===== config.mk =====
export PLATFORM = sky130hd
export DESIGN_NAME = serial_word_loader
export DESIGN_NICKNAME = d
export VERILOG_FILES = /design/src/rtl/swl_pkg.sv /design/src/rtl/swl_tick_gen.sv /design/src/rtl/swl_sync.sv /design/src/rtl/swl_byte_rx.sv /design/src/rtl/swl_packer.sv /design/src/rtl/serial_word_loader.sv
export SDC_FILE = /design/constraint.sdc
export NUM_CORES = 1
export LEC_CHECK = 0
export ABC_AREA = 1
export BUFFER_PORTS_ARGS = -buffer_cell sky130_fd_sc_hd__buf_4
export CORE_UTILIZATION = 50
export CTS_BUF_LIST = sky130_fd_sc_hd__clkbuf_8
export DETAILED_ROUTE_END_ITERATION = 8
export PLACE_DENSITY_LB_ADDON = 0.15
export SLEW_MARGIN = 10
export SYNTH_ARGS = -nofsm -noshare
export SYNTH_HDL_FRONTEND = slang
export SYNTH_HIERARCHICAL = 1
export SYNTH_SLANG_ARGS = --single-unit

===== constraint.sdc =====
create_clock -name clk -period 3.8 [get_ports clk]
set_input_delay 0.19 -clock clk [delete_from_list [all_inputs] [get_ports clk]]
set_output_delay 0.19 -clock clk [all_outputs]
set_load 0.05 [all_outputs]

===== src/rtl/swl_pkg.sv =====
package swl_pkg;

  localparam int OVS_TICKS = 16;
  localparam int MID_TICK  = OVS_TICKS / 2;
  localparam int WORD_W    = 24;

  typedef enum logic [2:0] {
    RX_IDLE,
    RX_START,
    RX_DATA,
    RX_STOP,
    RX_WAIT_HIGH
  } rx_state_t;

  // Pick the oversampling divisor for the selected rate.
  function automatic int pick_div(input logic sel, input int slow, input int fast);
    return sel ? fast : slow;
  endfunction

  // Insert a newly sampled bit at the top; after eight bits the first is at bit 0.
  function automatic logic [7:0] lsb_first_shift(input logic [7:0] sr, input logic b);
    return {b, sr[7:1]};
  endfunction

  // Join three bytes, oldest in the low lane.
  function automatic logic [WORD_W-1:0] join_word(input logic [7:0] third,
                                                  input logic [7:0] second,
                                                  input logic [7:0] first);
    return {third, second, first};
  endfunction

endpackage


===== src/rtl/swl_tick_gen.sv =====
module swl_tick_gen #(
  parameter int DIV_SLOW = 814,
  parameter int DIV_FAST = 407
) (
  input  logic clk,
  input  logic rst_n,
  input  logic rate_sel,
  output logic tick
);
  import swl_pkg::*;

  localparam int DIV_MAX = (DIV_SLOW > DIV_FAST) ? DIV_SLOW : DIV_FAST;
  localparam int DIV_W   = $clog2(DIV_MAX + 1);

  logic [DIV_W-1:0] cnt;
  logic [DIV_W-1:0] div_now;

  assign div_now = DIV_W'(pick_div(rate_sel, DIV_SLOW, DIV_FAST));

  always_ff @(posedge clk) begin
    if (!rst_n) begin
      cnt  <= '0;
      tick <= 1'b0;
    end else if (cnt >= div_now - DIV_W'(1)) begin
      cnt  <= '0;
      tick <= 1'b1;
    end else begin
      cnt  <= cnt + DIV_W'(1);
      tick <= 1'b0;
    end
  end

endmodule


===== src/rtl/swl_sync.sv =====
module swl_sync (
  input  logic clk,
  input  logic rst_n,
  input  logic d,
  output logic q
);
  logic meta;

  always_ff @(posedge clk) begin
    if (!rst_n) begin
      meta <= 1'b1;
      q    <= 1'b1;
    end else begin
      meta <= d;
      q    <= meta;
    end
  end

endmodule


===== src/rtl/swl_byte_rx.sv =====
module swl_byte_rx (
  input  logic       clk,
  input  logic       rst_n,
  input  logic       tick,
  input  logic       line,
  output logic       byte_ok,
  output logic       frame_err,
  output logic       start_drop,
  output logic [7:0] byte_out
);
  import swl_pkg::*;

  rx_state_t  state;
  logic [3:0] tcnt;
  logic [2:0] bidx;
  logic [7:0] sr;

  always_ff @(posedge clk) begin
    if (!rst_n) begin
      state      <= RX_IDLE;
      tcnt       <= '0;
      bidx       <= '0;
      sr         <= '0;
      byte_out   <= '0;
      byte_ok    <= 1'b0;
      frame_err  <= 1'b0;
      start_drop <= 1'b0;
    end else begin
      byte_ok    <= 1'b0;
      frame_err  <= 1'b0;
      start_drop <= 1'b0;
      case (state)
        RX_IDLE: begin
          if (tick && !line) begin
            state <= RX_START;
            tcnt  <= '0;
          end
        end
        RX_START: begin
          if (tick) begin
            if (tcnt == 4'(MID_TICK - 1)) begin
              tcnt <= '0;
              bidx <= '0;
              if (!line) begin
                state <= RX_DATA;
              end else begin
                state      <= RX_IDLE;
                start_drop <= 1'b1;
              end
            end else begin
              tcnt <= tcnt + 4'd1;
            end
          end
        end
        RX_DATA: begin
          if (tick) begin
            if (tcnt == 4'(OVS_TICKS - 1)) begin
              tcnt <= '0;
              sr   <= lsb_first_shift(sr, line);
              if (bidx == 3'd7) state <= RX_STOP;
              else              bidx  <= bidx + 3'd1;
            end else begin
              tcnt <= tcnt + 4'd1;
            end
          end
        end
        RX_STOP: begin
          if (tick) begin
            if (tcnt == 4'(OVS_TICKS - 1)) begin
              tcnt <= '0;
              if (line) begin
                byte_ok  <= 1'b1;
                byte_out <= sr;
                state    <= RX_IDLE;
              end else begin
                frame_err <= 1'b1;
                state     <= RX_WAIT_HIGH;
              end
            end else begin
              tcnt <= tcnt + 4'd1;
            end
          end
        end
        RX_WAIT_HIGH: begin
          if (line) state <= RX_IDLE;
        end
        default: state <= RX_IDLE;
      endcase
    end
  end

endmodule


===== src/rtl/swl_packer.sv =====
module swl_packer #(
  parameter int ADDR_W       = 12,
  parameter int TIMEOUT_CLKS = 1_250_000_000
) (
  input  logic              clk,
  input  logic              rst_n,
  input  logic              byte_ok,
  input  logic [7:0]        byte_in,
  output logic              wr_en,
  output logic [ADDR_W-1:0] wr_addr,
  output logic [23:0]       wr_data,
  output logic              done
);
  import swl_pkg::*;

  localparam int TW = $clog2(TIMEOUT_CLKS + 1);

  logic [7:0]    lane0;
  logic [7:0]    lane1;
  logic [1:0]    fill;
  logic          active;
  logic [TW-1:0] idle_cnt;

  always_ff @(posedge clk) begin
    if (!rst_n) begin
      lane0    <= '0;
      lane1    <= '0;
      fill     <= '0;
      active   <= 1'b0;
      idle_cnt <= '0;
      wr_en    <= 1'b0;
      wr_addr  <= '0;
      wr_data  <= '0;
      done     <= 1'b0;
    end else begin
      wr_en <= 1'b0;
      done  <= 1'b0;
      if (wr_en) wr_addr <= wr_addr + ADDR_W'(1);
      if (byte_ok) begin
        active   <= 1'b1;
        idle_cnt <= '0;
        case (fill)
          2'd0: begin
            lane0 <= byte_in;
            fill  <= 2'd1;
          end
          2'd1: begin
            lane1 <= byte_in;
            fill  <= 2'd2;
          end
          default: begin
            wr_data <= join_word(byte_in, lane1, lane0);
            wr_en   <= 1'b1;
            fill    <= 2'd0;
          end
        endcase
      end else if (active) begin
        if (idle_cnt == TW'(TIMEOUT_CLKS - 1)) begin
          done     <= 1'b1;
          active   <= 1'b0;
          fill     <= 2'd0;
          idle_cnt <= '0;
          wr_addr  <= '0;
        end else begin
          idle_cnt <= idle_cnt + TW'(1);
        end
      end
    end
  end

endmodule


===== src/rtl/serial_word_loader.sv =====
module serial_word_loader #(
  parameter int DIV_SLOW     = 814,
  parameter int DIV_FAST     = 407,
  parameter int ADDR_W       = 12,
  parameter int TIMEOUT_CLKS = 1_250_000_000
) (
  input  logic              clk,
  input  logic              rst_n,
  input  logic              rate_sel,
  input  logic              rx_line,
  output logic              wr_en,
  output logic [ADDR_W-1:0] wr_addr,
  output logic [23:0]       wr_data,
  output logic              done
);

  // Named internal events, visible to the bound checker.
  logic       tick;
  logic       line_s;
  logic       byte_ok;
  logic       frame_err;
  logic       start_drop;
  logic [7:0] byte_val;

  swl_sync u_sync (
    .clk   (clk),
    .rst_n (rst_n),
    .d     (rx_line),
    .q     (line_s)
  );

  swl_tick_gen #(
    .DIV_SLOW (DIV_SLOW),
    .DIV_FAST (DIV_FAST)
  ) u_tick (
    .clk      (clk),
    .rst_n    (rst_n),
    .rate_sel (rate_sel),
    .tick     (tick)
  );

  swl_byte_rx u_rx (
    .clk        (clk),
    .rst_n      (rst_n),
    .tick       (tick),
    .line       (line_s),
    .byte_ok    (byte_ok),
    .frame_err  (frame_err),
    .start_drop (start_drop),
    .byte_out   (byte_val)
  );

  swl_packer #(
    .ADDR_W       (ADDR_W),
    .TIMEOUT_CLKS (TIMEOUT_CLKS)
  ) u_pack (
    .clk     (clk),
    .rst_n   (rst_n),
    .byte_ok (byte_ok),
    .byte_in (byte_val),
    .wr_en   (wr_en),
    .wr_addr (wr_addr),
    .wr_data (wr_data),
    .done    (done)
  );

endmodule


==> run summary, run 1 <==
Worst EP required -> 4.16 ns
VDD IR max -> 0.2410 mV
Met2 WL post-DR -> 6041 um
Grt ovf -> 0
Synthesized area -> 0.006316 mm2
Max-cap violations -> 0
CTS Buf Count -> 17
Fill cells -> 1,182
Finished layout cell area -> 0.007114 mm2
Critical Path End Type -> register
Initial antenna violation count -> 0
Met3 Wirelength -> 530 um
Ant diodes -> 0
Min cycle time layout -> 1.970 ns
Worst-path fanout max -> 26
Top layer in use -> met4
Most frequent cells in the layout -> nor2_1, nand2_1, dfxtp_1
Later-pin clock latency in the skew report -> 0.43 ns
Clock root cell -> clkbuf_8
Post-route antenna net violation count -> 0
Clk pin slew, worst setup/hold paths -> 0.07 ns
Worst-case clock buffer depth -> 2
Area Overhead vs Synth -> 12.64%
Most common cell after layout, fill and taps aside -> nor2_1
Port Buf Inserts -> 41
Placer congestion estimate -> 0.9829
Rel. slew slack -> 49.62%
Drt total wl -> 13,630 um
Sw frac -> 26.14%
Area of the multi-input gates -> 0.003276 mm2
Post-DR vias/cell -> 4.893
Slew @ Worst Pin -> 0.7539 ns
Fin Clk Skew -> 0.008816 ns
LEAKAGE -> 0.002965 uW
Die X -> 114.4 um
Fin crit share -> 51.84%
Core area -> 0.01216 mm2
Cells after Synth -> 895
CTS Sinks -> 128
Pint -> 1999 uW
Remaining DRCs -> 0
Die Height -> 114.4 um
Total negative slack -> 0 ns
Power Dens Cells -> 380.4 mW/mm2
Status -> completed
TritonCTS clock tree -> done
# nets final -> 955
Final hold vios -> 0
Sequential share of power -> 50.9%
GRT Total Usage -> 22.66%
RSZ-0062 raised after global routing -> false
Syn Area/Cell -> 7.057 um2
Clock network power share -> 41.1%
I/O pins -> 42
CP startpoint kind -> register
CP Data Arrival Time -> 2.33 ns
Via count -> 5,475
Share of cells above drive strength 1 -> 15.77%
Global-route wire length before repair -> 23,390 um
H-tree depth -> 4
Crit Path Category -> register to register
Fmax -> 0.5077 GHz
Drt wl/cell -> 12.18 um
Logic gate share of total power -> 8.0%
YS warnings -> 6
1st-pass router iterations -> 5
Largest net degree at the start of global routing -> 75
Syn nets -> 912
Dpl cell area -> 0.006718 mm2
HPWL Detailed -> 9714 um
DRT iter0 DRCs -> 501
Worst slack, placed -> 1.822 ns
Setup ws final -> 1.830 ns
Met1 wire length -> 6981 um
Count of pins over their slew limit -> 0
Final setup viols -> 0
Number of global-route vias before repair -> 4,925
Die ar. -> 0.01309 mm2
Sw Pwr -> 707.2 uW
Register area -> 0.002562 mm2
Initial core utilization -> 51.93%
Hold Crit Class -> primary input to register
Num rows -> 40
-- what timing repair did --
action / in CTS / in global routing
buffers inserted: 0 / 0
endpoints found under the hold margin: 1 / 0
resized for setup: 0 / 0
hold buffers: 1 / 0
-- routing by layer --
metal	global-route usage [%]	vias to the layer above
met2	35.23	100
met4	6.234	0
met5	0	-
li1	-	2915
met1	31.34	2454
met3	5.453	6
-- critical path, stage by stage, from the launching register on --
cell,delay (ns)
dfxtp_1,0.43
nand2_1,0.48
inv_1,0.76
nor2_1,0.11
nor2_1,0.12
-- registers in the layout (all words and copies together), names as in the netlist --
register	flops
u_rx/byte_out	8
u_sync/meta	1
u_rx/byte_ok	1
u_rx/bidx	3
u_sync/q	1
u_tick/cnt	10
u_pack/lane0	8
u_pack/active	1
u_rx/tcnt	4
u_pack/idle_cnt	31
u_rx/state	3
u_rx/sr	8
u_pack/fill	2
u_tick/tick	1
u_pack/wr_data	24
u_pack/wr_en	1
u_pack/done	1
u_pack/lane1	8
u_pack/wr_addr	12
-- path summary, 6_finish.rpt --
check / depth (start not counted) / start / to / slack (ns)
setup reg to reg: 4 / u_pack/fill[1] / u_pack/wr_data[6] / 1.83
hold reg to reg: 2 / u_sync/meta / u_sync/q / 0.40
setup / recovery: 4 / u_pack/fill[1] / u_pack/wr_data[6] / 1.83
hold / removal: 3 / rst_n / u_pack/wr_en / 0.09
-- power groups by stage --
stage               clock network (uW)  registers, uW  logic, uW
finish                            1110           1380        215
global route                      1200           1380        249
CTS                               1140           1380        217
detailed placement                   0           1410        215
global placement                     0           1410        212
floorplan                            0           1390        208
-- stage by stage --
step	power [uW]	hold WS [ns]	std cells	util, %
detailed placement	1624	0.3644	1086	55.24
global placement	1621	0.3598	1086	55.24
finish	2706	0.08956	1119	58.50
floorplan	1602	0.2587	895	-
CTS	2738	0.05631	1119	58.50
global route	2831	0.08843	1119	58.50
-- cell type report --
type	count	area share [%]
clock inverters	12	1.565
multi-input cells	654	46.04
inverters	94	4.977
clock buffers	20	3.869
flip-flops and latches	128	36.02
repair buffers	43	4.573
well taps	168	2.955
Power figures use the tool's default switching activity.
==> run 2: changes to the inputs <==
==> constraint.sdc (replaced) <==
create_clock -name clk -period 1.8 [get_ports clk]
set_input_delay 0.09 -clock clk [delete_from_list [all_inputs] [get_ports clk]]
set_output_delay 0.09 -clock clk [all_outputs]
set_load 0.05 [all_outputs]
==> run summary, run 2 (same netlist as run 1, synthesis figures left out) <==
Number of global-route vias before repair -> 4,923
Critical path buffers and inverters -> 0
Worst EP required -> 2.14 ns
Most frequent cells in the layout -> nor2_1, nand2_1, dfxtp_1
Die ar. -> 0.01309 mm2
Max-cap violations -> 0
Num rows -> 40
Critical-path top delay cell -> dfxtp_1
HPWL Detailed -> 9964 um
DRT iter0 DRCs -> 353
Worst Hold Path EP -> u_pack/wr_en
Post-DR vias/cell -> 4.930
TritonCTS clock tree -> done
Reg-to-Reg Start -> u_pack/idle_cnt[1]
Crit Path Category -> register to register
Final hold vios -> 0
Grt ovf -> 0
Worst Hold Launch -> rst_n
Via count -> 5,600
Remaining DRCs -> 0
Worst-case clock buffer depth -> 2
Count of pins over their slew limit -> 0
Fin Clk Skew -> 0.01413 ns
Die X -> 114.4 um
Largest net degree at the start of global routing -> 75
# nets final -> 972
Drt total wl -> 13,850 um
Fmax -> 0.5962 GHz
Initial antenna violation count -> 0
Later-pin clock latency in the skew report -> 0.45 ns
Placer congestion estimate -> 0.9378
Global-route wire length before repair -> 22,870 um
Min cycle time layout -> 1.677 ns
Hold Crit Class -> primary input to register
Slew @ Worst Pin -> 0.3760 ns
Most common cell after layout, fill and taps aside -> nor2_1
R2R Setup Slk -> 0.12 ns
VDD IR max -> 0.6033 mV
Worst-path fanout max -> 11
Number of flip-flops in the largest register -> 31
Post-route antenna net violation count -> 0
Final setup viols -> 0
Largest reg by FF count -> u_pack/idle_cnt
CTS Sinks -> 128
I/O pins -> 42
Crit Reg-Reg Endpoint -> u_pack/idle_cnt[7]
Fill cells -> 1,182
Fin crit share -> 93.18%
Port Buf Inserts -> 41
Clk pin slew, worst setup/hold paths -> 0.08 ns
Die Height -> 114.4 um
Hold Path Depth -> 3
Drt wl/cell -> 12.19 um
CTS Buf Count -> 17
Final core occ -> 60.24%
Max incr delay on CP -> 0.36 ns
Clock root cell -> clkbuf_8
CP Data Arrival Time -> 2.02 ns
Core area -> 0.01216 mm2
GRT Total Usage -> 22.21%
Ant diodes -> 0
Area Overhead vs Synth -> 15.99%
Status -> completed
H-tree depth -> 4
Share of cells above drive strength 1 -> 17.67%
1st-pass router iterations -> 5
Rel. slew slack -> 74.90%
Largest registers -> u_pack/idle_cnt (31), u_pack/wr_data (24), u_pack/wr_addr (12)
CP delay by family, top -> simple AND/OR/NAND/NOR gates
CP startpoint kind -> register
Initial core utilization -> 51.93%
Total negative slack -> 0 ns
Power Dens Cells -> 823.8 mW/mm2
FF-to-FF path depth -> 8
LEAKAGE -> 0.003078 uW
Critical Path End Type -> register
RSZ-0062 raised after global routing -> false
Cells along the critical path -> ha_2 -> nand3_2 -> nor2_4 -> nand3_2 -> nor2_4 -> nand3_4 -> nand2_8 -> nor2_1
-- run 2: cell count changes in the layout (fill, tap and decap cells not counted), sizes merged --
cell and change:
inv -1, clkbuf +1, buf +17, clkinv -2, bufinv +2
-- run 2: report_power, final --
group / leakage, uW / internal, uW / switching [uW] / total [uW]
combinational: 0.00184 / 167 / 288 / 455
clock: 0.000207 / 1520 / 1150 / 2670
sequential: 0.00103 / 2860 / 52.8 / 2910
-- run 2: metrics by stage --
stage          cells  total power [uW]  instance area [um2]  hold slack, ns  worst slack [ns]
2_1_floorplan    895              3382                 6316          0.1587           0.05468
3_3_place_gp    1102              3425                 6850          0.2611            0.1482
3_5_place_dp    1102              3431                 6850          0.2641           0.08413
4_1_cts         1135              6095                 7303        0.004631           0.07623
5_1_grt         1136              6292                 7326         0.01620         0.0002141
6_report        1136              6035                 7326         0.02769            0.1227
-- run 2: final cells by class --
type	count	area [um2]	share of cell area, %
timing repair buffer	60	465.4	6.354
multi-input combinational	654	3289	44.90
clock inverter	11	153.9	2.101
sequential	128	2564	35.00
clock buffer	21	289.0	3.945
tap	168	210.2	2.869
inverter	94	354.1	4.833
-- run 2: how the worst max path moves through the flow --
stage / start / end / slack [ns] / cells past startpoint
2_1_floorplan: u_pack/wr_addr[0] / u_pack/wr_addr[8] / 0.05 / 7
3_3_place_gp: u_pack/idle_cnt[0] / u_pack/idle_cnt[7] / 0.15 / 8
3_5_place_dp: u_pack/idle_cnt[0] / u_pack/idle_cnt[7] / 0.08 / 8
4_1_cts: u_pack/idle_cnt[0] / u_pack/idle_cnt[7] / 0.08 / 8
5_1_grt: u_pack/idle_cnt[1] / u_pack/wr_addr[10] / 0.0002 / 8
6_report: u_pack/idle_cnt[1] / u_pack/idle_cnt[7] / 0.12 / 8
-- run 2: layer usage --
metal / vias up / routed length [um] / track usage [%]
met5: - / 0 / 0
met2: 107 / 6151 / 34.67
met1: 2521 / 6914 / 30.15
li1: 2955 / - / -
met3: 17 / 602 / 5.770
met4: 0 / 179 / 6.580
-- run 2: what timing repair did --
item                                    4_1_cts  5_1_grt
buffers inserted                              0        1
gates resized for setup                       0        4
endpoints found under the setup margin        0       11
hold buffers                                  1        0
hold endpoints to repair                      1        0
-- run 2: worst min-delay path: stages --
cell	delay (ns)
buf_4	0.12
inv_2	0.10
nor2_1	0.12
==> run 3: changes to the inputs <==
--- a/config.mk
+++ b/config.mk
@@ -5,7 +5,6 @@
 export SDC_FILE = /design/constraint.sdc
 export NUM_CORES = 1
 export LEC_CHECK = 0
-export ABC_AREA = 1
 export BUFFER_PORTS_ARGS = -buffer_cell sky130_fd_sc_hd__buf_4
 export CORE_UTILIZATION = 50
 export CTS_BUF_LIST = sky130_fd_sc_hd__clkbuf_8
==> run summary, run 3 <==
Count of pins over their slew limit -> 0
1st-pass router iterations -> 4
# nets final -> 722
Clk pin slew, worst setup/hold paths -> 0.08 ns
Via count -> 4,542
Die Height -> 109.5 um
Grt ovf -> 0
Max-cap violations -> 0
Violated checks -> setup timing
Worst EP required -> 2.12 ns
Placer congestion estimate -> 0.7973
Drt wl/cell -> 13.54 um
Cells after Synth -> 616
GRT Total Usage -> 20.63%
Initial core utilization -> 52.34%
Post-route antenna net violation count -> 0
VDD IR max -> 0.7528 mV
Finished layout cell area -> 0.007141 mm2
Most common cell after layout, fill and taps aside -> dfxtp_1
I/O pins -> 42
HPWL Detailed -> 8011 um
LEAKAGE -> 0.002779 uW
Fill cells -> 914
Min cycle time layout -> 1.867 ns
Hold Path Depth -> 6
Worst slack, placed -> -0.08262 ns
Largest reg by FF count -> u_pack/idle_cnt
DRT iter0 DRCs -> 269
Worst-case clock buffer depth -> 2
Fin Clk Skew -> 0.01043 ns
Share of cells above drive strength 1 -> 24.93%
Crit Path Category -> register to register
Number of flip-flops in the largest register -> 31
Fin crit share -> 103.7%
Ant diodes -> 0
Syn Area/Cell -> 9.372 um2
Initial antenna violation count -> 0
Cells along the critical path -> or4b_4 -> nor4_4 -> nand4_4 -> nand2_4 -> clkbuf_16 -> a21oi_1
Hold Crit Class -> primary input to register
Critical-path top delay cell -> or4b_4
Largest net degree at the start of global routing -> 47
Final core occ -> 64.73%
Critical Path End Type -> register
Rel. slew slack -> 57.74%
H-tree depth -> 4
Port Buf Inserts -> 41
Die X -> 109.5 um
CP Data Arrival Time -> 2.19 ns
Syn nets -> 633
Area Overhead vs Synth -> 23.69%
Final setup viols -> 41
Later-pin clock latency in the skew report -> 0.44 ns
Dpl cell area -> 0.006534 mm2
CP startpoint kind -> register
Drt total wl -> 11,610 um
TritonCTS clock tree -> done
Die ar. -> 0.01198 mm2
Num rows -> 38
Clock root cell -> clkbuf_8
Post-DR vias/cell -> 5.294
Fmax -> 0.5357 GHz
Slew @ Worst Pin -> 0.6332 ns
Power Dens Cells -> 771.5 mW/mm2
Most frequent cells in the layout -> dfxtp_1, buf_4, nand2_1
Remaining DRCs -> 0
Final hold vios -> 0
Number of global-route vias before repair -> 4,218
Synthesized area -> 0.005773 mm2
FF-to-FF path depth -> 6
YS warnings -> 6
CTS Sinks -> 128
Setup ws final -> -0.06663 ns
Global-route wire length before repair -> 19,260 um
Core area -> 0.01103 mm2
Status -> finished with violations
Largest registers -> u_pack/idle_cnt (31), u_pack/wr_data (24), u_pack/wr_addr (12)
Worst-path fanout max -> 8
CTS Buf Count -> 17
Total power -> 5509 uW
RSZ-0062 raised after global routing -> true
Max incr delay on CP -> 0.54 ns
==> run 3: metrics by stage <==
step	hold WS [ns]	setup TNS, ns	cells
after floorplan	0.1630	-0.08673	616
after global placement	0.2788	-0.4662	820
after detailed placement	0.2808	-0.7907	820
after CTS	0.2718	-0.5043	856
after global routing	0.3288	-3.904	858
final	0.2974	-1.324	858
==> run 3: where the power goes <==
group | internal, uW | total [uW] | switching [uW]
combinational | 65.4 | 139 | 73.2
sequential | 2840 | 2850 | 9.97
clock | 1400 | 2520 | 1120
==> run 3: area by class of cell <==
type / instances / area [um2] / share of cell area, %
multi-input cells: 450 / 3115 / 43.63
inverters: 10 / 37.54 / 0.5257
repair buffers: 98 / 832.0 / 11.65
clock inverters: 14 / 166.4 / 2.330
well taps: 140 / 175.2 / 2.453
clock buffers: 18 / 247.7 / 3.469
flip-flops and latches: 128 / 2566 / 35.94
==> run 3: path summary, 6_finish.rpt <==
check | slack [ns] | endpoint | from
max | -0.07 | u_pack/idle_cnt[30] | u_pack/idle_cnt[29]
max reg2reg | -0.07 | u_pack/idle_cnt[30] | u_pack/idle_cnt[29]
min | 0.30 | u_tick/cnt[7] | rate_sel
min reg2reg | 0.41 | u_sync/q | u_sync/meta
==> run 3: per-layer routing <==
metal	track usage (%)	vias up	share of wire, %
li1	-	2308	-
met1	25.95	2157	48
met2	34.01	68	48
met3	5.216	9	3.4
met4	7.714	0	0.75
met5	0	-	0
==> run 3: timing repair <==
item	4_1_cts	5_1_grt
setup endpoints to repair	14	48
cloned	0	2
setup buffers	1	0
resized for setup	0	25
pin swaps	1	12
hold buffers	3	0
endpoints found under the hold margin	7	0
==> run 3: critical path: cells and delay by family, from the launching register on <==
family	cells	cell delay, ns
simple gates	4	1.21
compound gates	1	0.04
buf+inv	1	0.18
flops	1	0.32
